File: config.mk
export PLATFORM = sky130hd
export DESIGN_NAME = pwm_deadtime_pair
export DESIGN_NICKNAME = d
export VERILOG_FILES = /design/src/rtl/pwm_deadtime_pair.sv
export SDC_FILE = /design/constraint.sdc
export NUM_CORES = 1
export LEC_CHECK = 0
export ABC_AREA = 1
export BUFFER_PORTS_ARGS = -buffer_cell sky130_fd_sc_hd__buf_2
export CORE_ASPECT_RATIO = 0.9
export CORE_MARGIN = 2
export CORE_UTILIZATION = 41
export CTS_BUF_LIST = sky130_fd_sc_hd__clkbuf_2 sky130_fd_sc_hd__clkbuf_4 sky130_fd_sc_hd__clkbuf_8
export DETAILED_ROUTE_END_ITERATION = 12
export PLACE_DENSITY = 0.63
export REMOVE_ABC_BUFFERS = 1
export SKIP_LAST_GASP = 1
export SLEW_MARGIN = 40
export SYNTH_ARGS = -nofsm -noshare
export SYNTH_HDL_FRONTEND = slang
export SYNTH_SLANG_ARGS = --single-unit
File: constraint.sdc
create_clock -name clk -period 2.7 [get_ports clk]
set_input_delay 0.27 -clock clk [delete_from_list [all_inputs] [get_ports clk]]
set_output_delay 0.27 -clock clk [all_outputs]
set_load 0.1 [all_outputs]
File: src/rtl/pwm_deadtime_pair.sv
module pwm_deadtime_pair #(
  parameter int CNT_W = 10
) (
  input  logic       clk,
  input  logic       rst_n,
  input  logic       tick_en,
  input  logic       ref_in,
  input  logic [7:0] dt_code,
  input  logic       main_en,
  input  logic       idle_hold,
  input  logic       idle_oc,
  input  logic       idle_ocn,
  output logic       out_oc,
  output logic       out_ocn,
  output logic       out_oe
);

  localparam logic [CNT_W-1:0] ONE = CNT_W'(1);

  function automatic logic [CNT_W-1:0] decode_dt(input logic [7:0] c);
    logic [CNT_W-1:0] v;
    if (!c[7])      v = CNT_W'(c[6:0]);
    else if (!c[6]) v = CNT_W'({1'b1, c[5:0]}) << 1;
    else if (!c[5]) v = CNT_W'({1'b1, c[4:0]}) << 3;
    else            v = CNT_W'({1'b1, c[4:0]}) << 4;
    return v;
  endfunction

  logic             main_q;
  logic             ref_q;
  logic             done;
  logic [CNT_W-1:0] cnt;
  logic [CNT_W-1:0] dt_now;

  assign dt_now = decode_dt(dt_code);

  always_ff @(posedge clk or negedge rst_n) begin
    if (!rst_n) begin
      main_q <= 1'b0;
      ref_q  <= 1'b0;
      done   <= 1'b1;
      cnt    <= '0;
    end else if (main_en != main_q) begin
      main_q <= main_en;
      ref_q  <= ref_in;
      cnt    <= dt_now;
      done   <= (dt_now == '0);
    end else if (main_q && (ref_in != ref_q)) begin
      ref_q  <= ref_in;
      cnt    <= dt_now;
      done   <= (dt_now == '0);
    end else if (!done && tick_en) begin
      cnt <= cnt - ONE;
      if (cnt == ONE) done <= 1'b1;
    end
  end

  assign out_oe  = main_q | idle_hold;
  assign out_oc  = main_q ? (ref_q & done)  : (idle_hold & done & idle_oc);
  assign out_ocn = main_q ? (~ref_q & done) : (idle_hold & done & idle_ocn);

endmodule

==> summary.md <==
| Metric | Value |
|---|---|
| Number of iterations in the first detailed-routing pass | `4` |
| Nature of the critical path endpoint | `primary output` |
| Normalized max-slew margin | `0.6754` |
| Total design power | `~600 uW` |
| Total setup buffers inserted after CTS | `0` |
| Vias in the first global route | `1123` |
| Top area cells in the synthesized netlist | `sky130_fd_sc_hd__dfrtp_1, sky130_fd_sc_hd__nand2_1, sky130_fd_sc_hd__nand3_1` |
| Kind of start point of the critical path | `flop` |
| Setup repair after global routing missed its margin | `no` |
| Skew-Pair Late Insertion Delay | `between 0.2 and 0.3 ns` |
| Global route total overflow | `0` |
| Clk pin slew, worst setup/hold paths | `about 0.09 ns` |
| Sink Count | `13` |
| Count of maximum capacitance violations | `0` |
| Number of top-level pins | `19` |
| Synth top area share | `0.2643` |
| Required time at the endpoint of the critical path | `approximately 2.4 ns` |
| HPWL after DPL | `2229 um` |
| Die Height | `approximately 54 um` |
| Core Area | `about 2700 um2` |
| Root Buffer Master | `sky130_fd_sc_hd__clkbuf_4` |
| Fraction of the yosys area taken by sequential cells | `0.2874` |
| Iteration-0 DRC count of the detailed router | `42` |
| Antenna violations before repair | `0` |
| Top layer used by detailed routing | `met4` |
| Total Routing Usage GR | `0.2026` |
| Flop and latch count out of synthesis | `13` |
| Final clock period utilization by the worst path | `0.6604` |
| Routability cong. | `0.8221` |
| Average detailed-routed wire length per instance | `12.17 um` |
| Top achievable clock speed | `560.8 MHz` |
| Number of nets in the final layout | `219` |
| Pleak | `between 0.6 and 0.7 nW` |
| Fraction of final layout cells sized beyond drive strength 1 | `0.1900` |
| CTS tree | `yes` |
| Vias after detailed routing | `1201` |
| DR DRC count | `0` |
| Pwr Density | `~470 nW/um2` |
| Maximum vdd drop | `approximately 0.18 mV` |
| Total of fill cells in the finished design | `292` |
| Number of distinct library cell variants in the gate-level netlist after synthesis | `25` |
| Resized cells post-CTS | `0` |
| M1 WL | `around 1400 um` |
| Transition at the pin with the smallest max-transition slack | `0.4903 ns` |
| Largest net degree at the start of global routing | `14` |
| Setup violators final | `0` |
| Count of inserted antenna diode cells | `0` |
| Clock buffer count from CTS | `3` |
| Synth warnings | `0` |
| TNS Setup | `0 ns` |
| Outcome | `finished clean` |
| Crit Path Category | `reg2out` |
| Number of buffers inserted by port buffering | `18` |
| Initial Util | `0.4239` |
| Cell area after technology mapping | `approximately 1100 um2` |
| Cells after synthesis | `181` |
| Synth area leader | `sky130_fd_sc_hd__dfrtp_1` |
| Min-Delay Path Class | `in2reg` |
| First-pass GRT wire length | `4850 um` |
| Longest Clk Path Bufs | `2` |
| Time the worst path needs with I/O delays and setup | `~1.8 ns` |
| Mean cell area of the mapped netlist | `6.277 um2` |
| Final Skew | `around 0.011 ns` |
| Crit-path max FO | `3` |
| Vias per inst | `5.222` |
| Area added between synthesis and finish | `12.33%` |
| Number of pins exceeding their max-slew limit in the final report | `0` |
| Post-detailed-route count of antenna-violating nets | `0` |
| Routed length on met3 | `approximately 110 um` |
| Worst endpoint data arrival time | `1.51 ns` |
| Number of standard-cell rows in the floorplan | `18` |
| Die Footprint | `around 3200 um2` |
| Routed wire length | `about 2800 um` |
| Count of endpoints failing hold in the final timing report | `0` |
| Horizontal die dimension | `~59 um` |
| H-Tree Depth | `1` |
| Metal2 WL | `around 1200 um` |
-- Yosys cell counts, drive strengths merged --
library cell,count
nand2,57
nand3,28
inv,26
nor2,21
dfrtp,12
o21ai,11
nand4,5
o211ai,4
a21oi,3
buf,3
o22ai,3
ha,2
or2,2
xor2,2
clkbuf,1
dfstp,1
-- through the flow --
stage	cells	hold WS [ns]	util	cell area, um2	setup slack, ns
2_1_floorplan	177	-0.02559	-	1111	0.3598
3_3_place_gp	225	0.1798	0.4622	1239	1.273
3_5_place_dp	225	0.1907	0.4622	1239	1.239
4_1_cts	230	0.1079	0.4762	1276	0.9114
5_1_grt	230	0.1203	0.4762	1276	0.8384
6_report	230	0.1073	0.4762	1276	0.9168
-- registers in the layout, summed over array words and instances (netlist names) --
signal,count
cnt,10
ref_q,1
done,1
main_q,1
-- cells in the final DEF (no fill, tap or decap), drive strengths merged, types with 2 or more instances in the layout --
cell type and count:
a21oi 3, buf 18, clkbuf 3, dfrtp 12, ha 2, inv 26, nand2 57, nand3 28
nand4 5, nor2 21, o211ai 4, o21ai 11, o22ai 3, or2 2, xor2 2
-- timing repair --
| action | in CTS | in global routing |
|---|---|---|
| hold buffers | 1 | 0 |
| hold endpoints to repair | 12 | 0 |
| endpoints found under the setup margin | 0 | 0 |
-- metal layers --
metal / track usage / up-vias
li1: - / 623
met1: 0.2766 / 543
met2: 0.3443 / 30
met3: 0.01442 / 5
met4: 0.05682 / 0
met5: 0 / -
-- area by class of cell --
class | count | area, um2 | area share
clock buffer | 3 | 22.52 | 0.01765
tap | 30 | 37.54 | 0.02941
inverter | 26 | 97.59 | 0.07647
sequential | 13 | 326.6 | 0.2559
multi-input combinational | 138 | 686.9 | 0.5382
clock inverter | 1 | 5.005 | 0.003922
timing repair buffer | 19 | 100.1 | 0.07843
-- cell families after synthesis --
| family | count (synthesis) | synth area share |
|---|---|---|
| buffers and inverters | 30 | 0.1079 |
| XOR/XNOR | 2 | 0.01542 |
| flip-flops | 13 | 0.2875 |
| AO/OA/AOI/OAI | 21 | 0.1123 |
| AND/OR/NAND/NOR | 113 | 0.4548 |
| adder cells (fa/ha/maj) | 2 | 0.02202 |
-- where the power goes --
group | internal, mW | total (mW) | switching, mW
clock | 0.0551 | 0.127 | 0.0717
sequential | 0.223 | 0.249 | 0.0258
combinational | 0.0746 | 0.220 | 0.146
total | 0.353 | 0.596 | 0.243
-- path summary, 6_finish.rpt --
| kind | slack (ns) | endpoint | from | cells after the start |
|---|---|---|---|---|
| worst min register to register | 0.52 | cnt[8]$_DFFE_PN0P_ | cnt[8]$_DFFE_PN0P_ | 2 |
| worst max register to register | 1.23 | cnt[8]$_DFFE_PN0P_ | cnt[0]$_DFFE_PN0P_ | 8 |
| max in group asynchronous | 2.02 | done$_DFFE_PN1P_ | rst_n | 2 |
| worst min-delay path | 0.11 | main_q$_DFFE_PN0N_ | main_en | 1 |
| worst max-delay path | 0.92 | out_ocn | done$_DFFE_PN1P_ | 3 |
| min in group asynchronous | 0.39 | cnt[9]$_DFFE_PN0P_ | rst_n | 2 |
-- critical path, stage by stage (launching register included) --
cell and delay [ns]:
sky130_fd_sc_hd__dfstp_2 0.55, sky130_fd_sc_hd__nand2_1 0.07, sky130_fd_sc_hd__o22ai_1 0.15, sky130_fd_sc_hd__buf_2 0.45
Note: power is estimated with default switching activity, not from simulation.
